`config.mk`:
```
export PLATFORM = sky130hd
export DESIGN_NAME = lut_grid
export DESIGN_NICKNAME = d
export VERILOG_FILES = /design/src/rtl/lutg_pkg.sv /design/src/rtl/lutg_phase.sv /design/src/rtl/lutg_cell.sv /design/src/rtl/lut_grid.sv
export SDC_FILE = /design/constraint.sdc
export NUM_CORES = 1
export LEC_CHECK = 0
export BUFFER_PORTS_ARGS = -buffer_cell sky130_fd_sc_hd__buf_2
export CAP_MARGIN = 20
export CORE_ASPECT_RATIO = 0.6
export CORE_MARGIN = 3
export CORE_UTILIZATION = 36
export DETAILED_ROUTE_END_ITERATION = 10
export HOLD_SLACK_MARGIN = 0.08
export PLACE_DENSITY_LB_ADDON = 0.15
export SLEW_MARGIN = 20
export SYNTH_ARGS = -nofsm -noshare
export SYNTH_HDL_FRONTEND = slang
export SYNTH_SLANG_ARGS = --single-unit
```
`constraint.sdc`:
```
create_clock -name clk -period 4.7 [get_ports clk]
set_input_delay 0.235 -clock clk [delete_from_list [all_inputs] [get_ports clk]]
set_output_delay 0.235 -clock clk [all_outputs]
set_load 0.02 [all_outputs]
```
`src/rtl/lutg_pkg.sv`:
```
package lutg_pkg;
  localparam int DIRS    = 4;
  localparam int ENTRIES = 16;
  localparam int PROG_W  = DIRS * ENTRIES;

  typedef enum logic [1:0] {
    DIR_N = 2'd0,
    DIR_E = 2'd1,
    DIR_S = 2'd2,
    DIR_W = 2'd3
  } dir_e;

  typedef logic [PROG_W-1:0] prog_t;

  // Evaluate all four direction tables for one input index.
  function automatic logic [DIRS-1:0] lut_eval(prog_t p, logic [3:0] idx);
    logic [DIRS-1:0] r;
    for (int d = 0; d < DIRS; d++) begin
      r[d] = p[d*ENTRIES + int'(idx)];
    end
    return r;
  endfunction
endpackage

```
`src/rtl/lutg_phase.sv`:
```
module lutg_phase (
  input  logic clk,
  input  logic rst_n,
  input  logic step,
  output logic phase_q,
  output logic eval_a,
  output logic eval_b
);
  always_ff @(posedge clk or negedge rst_n) begin
    if (!rst_n) phase_q <= 1'b0;
    else if (step) phase_q <= ~phase_q;
  end

  assign eval_a = step & ~phase_q;
  assign eval_b = step &  phase_q;

  AST_PHASE_FLIP: assert property (@(posedge clk) disable iff (!rst_n)
    step |=> (phase_q != $past(phase_q)));
  AST_PHASE_HOLD: assert property (@(posedge clk) disable iff (!rst_n)
    !step |=> $stable(phase_q));
endmodule

```
`src/rtl/lutg_cell.sv`:
```
module lutg_cell
  import lutg_pkg::*;
(
  input  logic            clk,
  input  logic            rst_n,
  input  logic            wr_en,
  input  prog_t           wr_data,
  input  logic            eval_en,
  input  logic [DIRS-1:0] nbr_in,   // indexed by dir_e
  output logic [DIRS-1:0] out_q     // indexed by dir_e
);
  prog_t      prog_q;
  logic [3:0] idx;

  // Index {N, E, S, W}, north as MSB
  assign idx = {nbr_in[DIR_N], nbr_in[DIR_E], nbr_in[DIR_S], nbr_in[DIR_W]};

  always_ff @(posedge clk or negedge rst_n) begin
    if (!rst_n) prog_q <= '0;
    else if (wr_en) prog_q <= wr_data;
  end

  always_ff @(posedge clk or negedge rst_n) begin
    if (!rst_n) out_q <= '0;
    else if (eval_en) out_q <= lut_eval(prog_q, idx);
  end

  AST_OUT_HOLD: assert property (@(posedge clk) disable iff (!rst_n)
    !eval_en |=> $stable(out_q));
  AST_PROG_HOLD: assert property (@(posedge clk) disable iff (!rst_n)
    !wr_en |=> $stable(prog_q));
endmodule

```
`src/rtl/lut_grid.sv`:
```
module lut_grid
  import lutg_pkg::*;
#(
  parameter int GRID_W = 4,
  parameter int GRID_H = 4,
  localparam int NCELL = GRID_W * GRID_H,
  localparam int AW    = (NCELL > 1) ? $clog2(NCELL) : 1
) (
  input  logic              clk,
  input  logic              rst_n,
  input  logic              step,
  output logic              phase_o,
  input  logic              prog_valid,
  output logic              prog_ready,
  input  logic [AW-1:0]     prog_addr,
  input  logic [PROG_W-1:0] prog_data,
  input  logic [GRID_W-1:0] edge_n_in,
  input  logic [GRID_W-1:0] edge_s_in,
  input  logic [GRID_H-1:0] edge_w_in,
  input  logic [GRID_H-1:0] edge_e_in,
  output logic [GRID_W-1:0] edge_n_out,
  output logic [GRID_W-1:0] edge_s_out,
  output logic [GRID_H-1:0] edge_w_out,
  output logic [GRID_H-1:0] edge_e_out
);
  initial begin
    if ((GRID_W % 2) != 0 || (GRID_H % 2) != 0)
      $error("lut_grid: GRID_W and GRID_H must be even");
  end

  logic eval_a, eval_b, wr_go;
  logic [DIRS-1:0] cout [NCELL];
  logic [DIRS-1:0] cin  [NCELL];

  lutg_phase u_phase (
    .clk    (clk),
    .rst_n  (rst_n),
    .step   (step),
    .phase_q(phase_o),
    .eval_a (eval_a),
    .eval_b (eval_b)
  );

  assign prog_ready = ~step;
  assign wr_go      = prog_valid & prog_ready;

  for (genvar gy = 0; gy < GRID_H; gy++) begin : g_row
    for (genvar gx = 0; gx < GRID_W; gx++) begin : g_col
      localparam int C       = gy*GRID_W + gx;
      localparam bit CLASS_B = ((gx + gy) % 2) == 1;

      // north input
      if (gy == 0) begin : g_n_edge
        assign cin[C][DIR_N] = edge_n_in[gx];
        assign edge_n_out[gx] = cout[C][DIR_N];
      end else begin : g_n_int
        assign cin[C][DIR_N] = cout[C-GRID_W][DIR_S];
      end
      // south input
      if (gy == GRID_H-1) begin : g_s_edge
        assign cin[C][DIR_S] = edge_s_in[gx];
        assign edge_s_out[gx] = cout[C][DIR_S];
      end else begin : g_s_int
        assign cin[C][DIR_S] = cout[C+GRID_W][DIR_N];
      end
      // west input
      if (gx == 0) begin : g_w_edge
        assign cin[C][DIR_W] = edge_w_in[gy];
        assign edge_w_out[gy] = cout[C][DIR_W];
      end else begin : g_w_int
        assign cin[C][DIR_W] = cout[C-1][DIR_E];
      end
      // east input
      if (gx == GRID_W-1) begin : g_e_edge
        assign cin[C][DIR_E] = edge_e_in[gy];
        assign edge_e_out[gy] = cout[C][DIR_E];
      end else begin : g_e_int
        assign cin[C][DIR_E] = cout[C+1][DIR_W];
      end

      lutg_cell u_cell (
        .clk    (clk),
        .rst_n  (rst_n),
        .wr_en  (wr_go && (prog_addr == AW'(C))),
        .wr_data(prog_data),
        .eval_en(CLASS_B ? eval_b : eval_a),
        .nbr_in (cin[C]),
        .out_q  (cout[C])
      );
    end
  end

  AST_ONE_CLASS: assert property (@(posedge clk) disable iff (!rst_n)
    $onehot0({eval_a, eval_b}));
  AST_EDGE_HOLD: assert property (@(posedge clk) disable iff (!rst_n)
    !step |=> ($stable(edge_n_out) && $stable(edge_s_out)
               && $stable(edge_w_out) && $stable(edge_e_out)));
endmodule

```
==> reports/metrics.cfg, run 1 <==
[status]
outcome = completed

[critical_path]
rr_worst_depth = 4
slowest_stage = and3_2
cp.required_ns = 5.29
worst_path_largest_cell_delay_ns = 1.01
path_buf_inv = 3
critPathTopFamily = simple AND/OR/NAND/NOR gates
start_kind = primary input
cp_max_fo = 41
critPathKind = primary input to flip-flop
end_kind = flip-flop
rr_startpoint = g_row[2].g_col[2].u_cell.out_q[1]
cp.arrival_ns = 3.31
crit_chain = dlygate4sd3_1, buf_2, nor4b_4, and3_2, buf_4, mux2_2
rr_endpoint = g_row[2].g_col[3].u_cell.out_q[3]
reg2reg_setup_slack_ns = 1.98

[timing]
slew_headroom_pct = 18.25
finClkSkew_ns = 0.02752
finalMaxSlewViolations = 0
tns_ns = 0
fin_crit_ns = 2.724
finalSetupViolCount = 0
fin_ws_ns = 1.977
min_period_over_period_pct = 57.95
rsz0062_at_grt = false
tightest_slew_ns = 1.195
hold_violations = 0
timing.fmax_mhz = 367.2

[clock_tree]
cts_sinks = 1089
clk_latency_ns = 0.71
post_cts_buffers = 0
cts_root_buffer = clkbuf_16
clk_pin_slew_ns = 0.07
tritoncts = yes
cts_buffers = 105
h-tree-depth = 3
cts.path.max_buffers = 3

[routing]
drc = 0
drtIter0Drc = 2642
wl_um = 164600
firstDrtPassIters = 5
wl_per_cell_um = 30.87
detail-route-antenna-nets = 0
vias_per_cell = 5.615
num_vias = 29930

[pwr]
p_int_w = 0.01998
swShare_pct = 33.39
p_comb_share_pct = 27.6
p_switching_w = 0.01002
p_seq_share_pct = 44.1
ir_drop_uv = 315.6
p_per_area_mw_per_mm2 = 539.6
p_leak_nw = 25.37
pwr-share-clk_pct = 28.3

[synthesis]
async_reset_ff_share_pct = 100.0
synth_top_area_share_pct = 54.51
yosys-top-cells-area = dfrtp_1 (55%), mux2_2 (18%), mux2i_1 (5.8%), mux2_4 (5.4%), mux4_2 (4.6%)
syn_avg_cell_area_um2 = 14.71
syn_inst = 3399
ys_seq_area_share_pct = 54.51
yosysWarnings = 0
ys.flop_type = dfrtp_1
yosys-top-cells-count = dfrtp_1 (1089), mux2_2 (803), mux2i_1 (289)
ys_types = 48
synth_area_leader_cell = dfrtp_1
ys_ff_latch = 1089
synth.most_common_cell = dfrtp_1
synth_area_mm2 = 0.04999
synth_fp_nets = 3487
synth-edff-count = 0

[floorplan]
die_w_um = 487.1
initial_core_util_pct = 36.41
die_area_mm2 = 0.1435
rows = 105
ios = 106
die_h_um = 294.6
core_area_mm2 = 0.1373

[placement]
hpwl_um = 106300
io_buffers = 105
place_ws_ns = 1.823
gp_congestion = 0.8006

[global_routing]
antenna_found_initial = 19
grt_max_degree = 122
grt_use_total_pct = 22.90
grt_pass1_wl_um = 235000
gr-total-overflow = 0
grt_pass1_vias = 29500

[hold_path]
min_path_type = primary input to async pin

[cells_and_area]
fillCellCount = 12800
drive_gt1_share_pct = 42.41
area_growth_pct = 11.22
layout.nets = 3522

[job]
maxCapViolCount = 0

sequential cells by signal, indices dropped and copies added (netlist names):
signal and count:
g_row.g_col.u_cell.out_q 64, u_phase.phase_q 1, g_row.g_col.u_cell.prog_q 1024
power groups by stage:
| stage | Sequential (W) | Clock [W] | Combinational (W) |
|---|---|---|---|
| after CTS | 0.0132 | 0.00870 | 0.00817 |
| after floorplan | 0.0123 | 0 | 0.00560 |
| after global routing | 0.0135 | 0.00908 | 0.00877 |
| after global placement | 0.0133 | 0 | 0.00804 |
| after detailed placement | 0.0133 | 0 | 0.00814 |
| final | 0.0132 | 0.00850 | 0.00827 |
worst register-to-register path, cell delays in order, from the launching register on:
cell       delay, ns
dfrtp_1         1.00
mux4_2          0.61
nor2b_1         0.15
a2111oi_0       0.73
nor2_1          0.11
cells in the final DEF, fill, tap and decap left out, types with 8 or more instances in the layout:
| cell type | instances |
|---|---|
| a22oi_1 | 57 |
| a21oi_1 | 28 |
| o211ai_1 | 15 |
| dfrtp_2 | 8 |
| nand4_1 | 52 |
| clkbuf_8 | 20 |
| clkbuf_16 | 108 |
| nand2_1 | 134 |
| o22ai_1 | 14 |
| buf_12 | 8 |
| a31oi_1 | 33 |
| mux2i_1 | 289 |
| dlygate4sd3_1 | 9 |
| a2111oi_0 | 13 |
| mux2_2 | 803 |
| mux2_4 | 180 |
| buf_4 | 91 |
| nor2_1 | 38 |
| nand2_2 | 9 |
| nor2b_1 | 48 |
| clkinv_2 | 25 |
| dfrtp_1 | 1081 |
| nand3_1 | 46 |
| clkbuf_1 | 22 |
| mux2_1 | 79 |
| buf_2 | 104 |
| a22o_1 | 8 |
| a211oi_1 | 8 |
| mux4_2 | 102 |
what timing repair did:
item	CTS	global route
hold buffers	9	0
hold endpoints to repair	84	0
gates resized for setup	0	0
cell type report:
class                      instances  area [um^2]  area share (%)
multi-input combinational       2023        21220           38.17
clock buffer                     150         3060           5.505
timing repair buffer             214         1480           2.662
clock inverter                    32        281.5          0.5064
inverter                           1        6.256         0.01125
sequential                      1089        27260           49.03
antenna                            3        7.507         0.01350
tap                             1819         2276           4.094
how the worst max path moves through the flow:
stage | endpoint | slack [ns] | from | depth (start not counted)
global placement | g_row[1].g_col[0].u_cell.out_q[1] | 0.30 | g_row[2].g_col[0].u_cell.out_q[0] | 5
detailed placement | g_row[3].g_col[0].u_cell.prog_q[62] | 1.82 | step | 5
CTS | g_row[0].g_col[3].u_cell.out_q[3] | 2.01 | g_row[0].g_col[2].u_cell.out_q[1] | 5
global route | g_row[2].g_col[3].u_cell.out_q[3] | 1.87 | g_row[2].g_col[2].u_cell.out_q[1] | 4
floorplan | g_row[3].g_col[3].u_cell.out_q[1] | 2.93 | g_row[3].g_col[2].u_cell.out_q[1] | 5
finish | g_row[3].g_col[0].u_cell.prog_q[56] | 1.98 | step | 6
per-layer routing:
layer / vias to the layer above / share of wire, % / GRT usage (%)
li1: 12550 / - / -
met1: 16410 / 52 / 37.88
met2: 844 / 39 / 29.99
met3: 129 / 7.4 / 5.353
met4: 0 / 1.3 / 3.561
met5: - / 0 / 0
per-stage QoR:
step / std cells / util (%) / power [W] / hold slack [ns] / instance area (um^2)
floorplan: 3399 / - / 0.01792 / -0.06059 / 49990
global placement: 5135 / 37.96 / 0.02138 / 0.3401 / 52110
detailed placement: 5137 / 37.98 / 0.02147 / 0.3390 / 52140
CTS: 5328 / 40.48 / 0.03005 / 0.1492 / 55570
global route: 5328 / 40.49 / 0.03133 / 0.1546 / 55590
finish: 5331 / 40.50 / 0.03000 / 0.1485 / 55600
logic make-up after synthesis:
| logic type | Yosys count | synth area share [%] |
|---|---|---|
| buffers and inverters | 287 | 3.159 |
| muxes | 1453 | 35.66 |
| xor gates and xnor gates | 1 | 0.01752 |
| and+or+nand+nor | 356 | 3.587 |
| AOI/OAI and AO/OA | 213 | 3.066 |
| DFF | 1089 | 54.51 |
(Power assumes the default switching activity.)
==> run 2, diff against run 1 <==
==> constraint.sdc (replaced) <==
create_clock -name clk -period 2.3 [get_ports clk]
set_input_delay 0.115 -clock clk [delete_from_list [all_inputs] [get_ports clk]]
set_output_delay 0.115 -clock clk [all_outputs]
set_load 0.02 [all_outputs]
==> run 2 against run 1 <==
  * Flip-flop and latch count unchanged
  * Largest cell class unchanged
  * Combinational power grew 130%
  * Global-route usage grew 0.98 points
  * First-iteration DRC count rose by 4.1%
  * Wire length up 3.9%
  * Final cell count rose by 2.9%
  * Sequential share of layout area decreased by 1.8 points
  * Non-clock buffer count increased by 135
  * Highest routed layer unchanged
  * Critical path depth unchanged
  * Core utilization rose by 1.5 points
  * Via count grew 2.0%
  * Design area is 3.8% higher
==> reports/metrics.cfg, run 2 (synthesis gave the netlist of run 1 again) <==
[floorplan]
die_h_um = 294.6  ; unchanged
die_w_um = 487.1  ; unchanged
rows = 105  ; unchanged
initial_core_util_pct = 36.41  ; unchanged
die_area_mm2 = 0.1435  ; unchanged
ios = 106  ; unchanged
core_area_mm2 = 0.1373  ; unchanged

[routing]
detail-route-antenna-nets = 0  ; unchanged
drc = 0  ; unchanged
firstDrtPassIters = 5  ; unchanged
num_vias = 30550  ; +2.0%
wl_per_cell_um = 31.20  ; +1.0%
drtIter0Drc = 2750  ; +4.1%
wl_um = 171100  ; +3.9%
vias_per_cell = 5.570  ; -0.80%

[critical_path]
cp.arrival_ns = 2.83  ; -0.48 ns
cp_max_fo = 10  ; -76%
slowest_stage = a2111oi_2
critPathTopFamily = compound AO/OA/AOI/OAI gates
critPathKind = flip-flop to flip-flop
reg2reg_setup_slack_ns = 0.04  ; -1.93 ns
path_buf_inv = 2  ; -1
worst_path_largest_cell_delay_ns = 0.73  ; -0.28 ns
cp_common_cell = buf_12
cp.required_ns = 2.88  ; -2.41 ns
start_kind = flip-flop
end_kind = flip-flop
crit_chain = buf_12, buf_12, mux4_2, nor2b_1, a2111oi_2, nor2_1

[clock_tree]
clk_latency_ns = 0.72  ; about the same
cts_buffers = 107  ; +1.9%
cts.path.max_buffers = 3  ; unchanged
post_cts_buffers = 0  ; unchanged
cts_root_buffer = clkbuf_16
h-tree-depth = 3  ; unchanged
tritoncts = yes
clk_pin_slew_ns = 0.07  ; about the same
cts_sinks = 1089  ; unchanged

[cells_and_area]
top_regs = g_row.g_col.u_cell.prog_q x1024, g_row.g_col.u_cell.out_q x64, u_phase.phase_q x1
final_common_cell = dfrtp_1
layout.nets = 3659  ; +3.9%
fin_area_mm2 = 0.05770  ; +3.8%
top_register = g_row.g_col.u_cell.prog_q
layout_common_cells = dfrtp_1 (1081), mux2_2 (803), mux2i_1 (289)
area_growth_pct = 15.43
drive_gt1_share_pct = 44.25  ; +1.8 points
instances_no_fill = 5484  ; +2.9%
largest_reg_flops = 1024  ; unchanged

[placement]
io_buffers = 105  ; unchanged
place_inst = 5250  ; +2.2%
dpl_cell_area_mm2 = 0.05349  ; +2.6%
gp_congestion = 0.8258  ; +3.1%
hpwl_um = 109900  ; +3.4%

[timing]
slew_headroom_pct = 32.59  ; +14 points
timing.fmax_mhz = 442.9
tightest_slew_ns = 1.009  ; -0.1862 ns
finalMaxSlewViolations = 0  ; unchanged
min_period_over_period_pct = 98.16
finalSetupViolCount = 0  ; unchanged
finClkSkew_ns = 0.03120  ; +0.003672 ns
rsz0062_at_grt = false
fin_crit_ns = 2.258
hold_violations = 0  ; unchanged
tns_ns = 0  ; unchanged

[global_routing]
grt_use_total_pct = 23.88  ; +0.98 points
grt_pass1_vias = 29940  ; +1.5%
grt_pass1_wl_um = 242700  ; +3.2%
use_met2_pct = 32.51  ; +2.5 points
grt_util_met3_pct = 5.658  ; +0.30 points
antenna_found_initial = 30  ; +11
use_met1_pct = 38.28  ; +0.40 points
gr-total-overflow = 0  ; unchanged
grt-busiest-layer = met1
grt_max_degree = 79  ; -35%

[pwr]
p_per_area_mw_per_mm2 = 1122  ; +110%
ir_drop_uv = 551.5  ; +75%
p_leak_nw = 26.45  ; +4.2%

[hold_path]
min_path_type = primary input to flip-flop

[status]
outcome = completed

[job]
maxCapViolCount = 0  ; unchanged

## run 2: changes by cell type in the layout (fill, tap and decap cells not counted), sizes merged
cell / delta
clkinvlp: +1
diode: +1
clkinv: -3
buf: +114
dlygate4sd3: +21
bufinv: +13
clkbuf: +6
## run 2: through the flow
stage          setup slack, ns  util [%]  total power, W  hold WS [ns]
5_1_grt                0.03995     42.02         0.06748       0.09366
6_report               0.04228     42.03         0.06474        0.1177
3_3_place_gp           -0.4455     38.96         0.04488        0.1677
4_1_cts                 0.1643     42.01         0.06487       0.08038
3_5_place_dp           -0.1392     38.96         0.04507        0.1672
2_1_floorplan           0.5277         -         0.03662       -0.1806
## run 2: worst paths after layout
check | startpoint | to | cells past startpoint
min in group asynchronous | rst_n | g_row[1].g_col[2].u_cell.prog_q[23] | 3
setup / recovery | g_row[2].g_col[0].u_cell.out_q[0] | g_row[1].g_col[0].u_cell.out_q[1] | 6
max in group asynchronous | rst_n | g_row[2].g_col[2].u_cell.prog_q[25] | 4
hold / removal | prog_data[0] | g_row[3].g_col[0].u_cell.prog_q[0] | 2
hold reg to reg | g_row[1].g_col[2].u_cell.prog_q[61] | g_row[1].g_col[2].u_cell.prog_q[61] | 1
setup reg to reg | g_row[2].g_col[0].u_cell.out_q[0] | g_row[1].g_col[0].u_cell.out_q[1] | 6
## run 2: power breakdown
group | leakage (nW) | internal (W) | switching, W
Sequential | 13.9 | 0.0232 | 0.00310
Clock | 1.93 | 0.0116 | 0.00798
Combinational | 10.6 | 0.00895 | 0.00990
## run 2: metal layers
metal | up-vias | wire length (um)
met5 | - | 0
met4 | 0 | 2509
met3 | 154 | 14410
met2 | 944 | 69540
met1 | 16600 | 84620
li1 | 12850 | -
## run 2: timing repair
| item | CTS | global route |
|---|---|---|
| endpoints found under the hold margin | 992 | 3 |
| resized for setup | 1 | 1 |
| cloned | 0 | 0 |
| setup endpoints to repair | 1 | 1 |
| hold buffers | 29 | 2 |
## run 2: layout make-up
class	instances	area, um^2
antenna	4	10.01
clock buffer	156	3227
clock inverter	43	650.6
fill	12510	79590
inverter	1	6.256
multi-input combinational	2023	21200
sequential	1089	27260
tap	1819	2276
timing repair buffer	349	3068
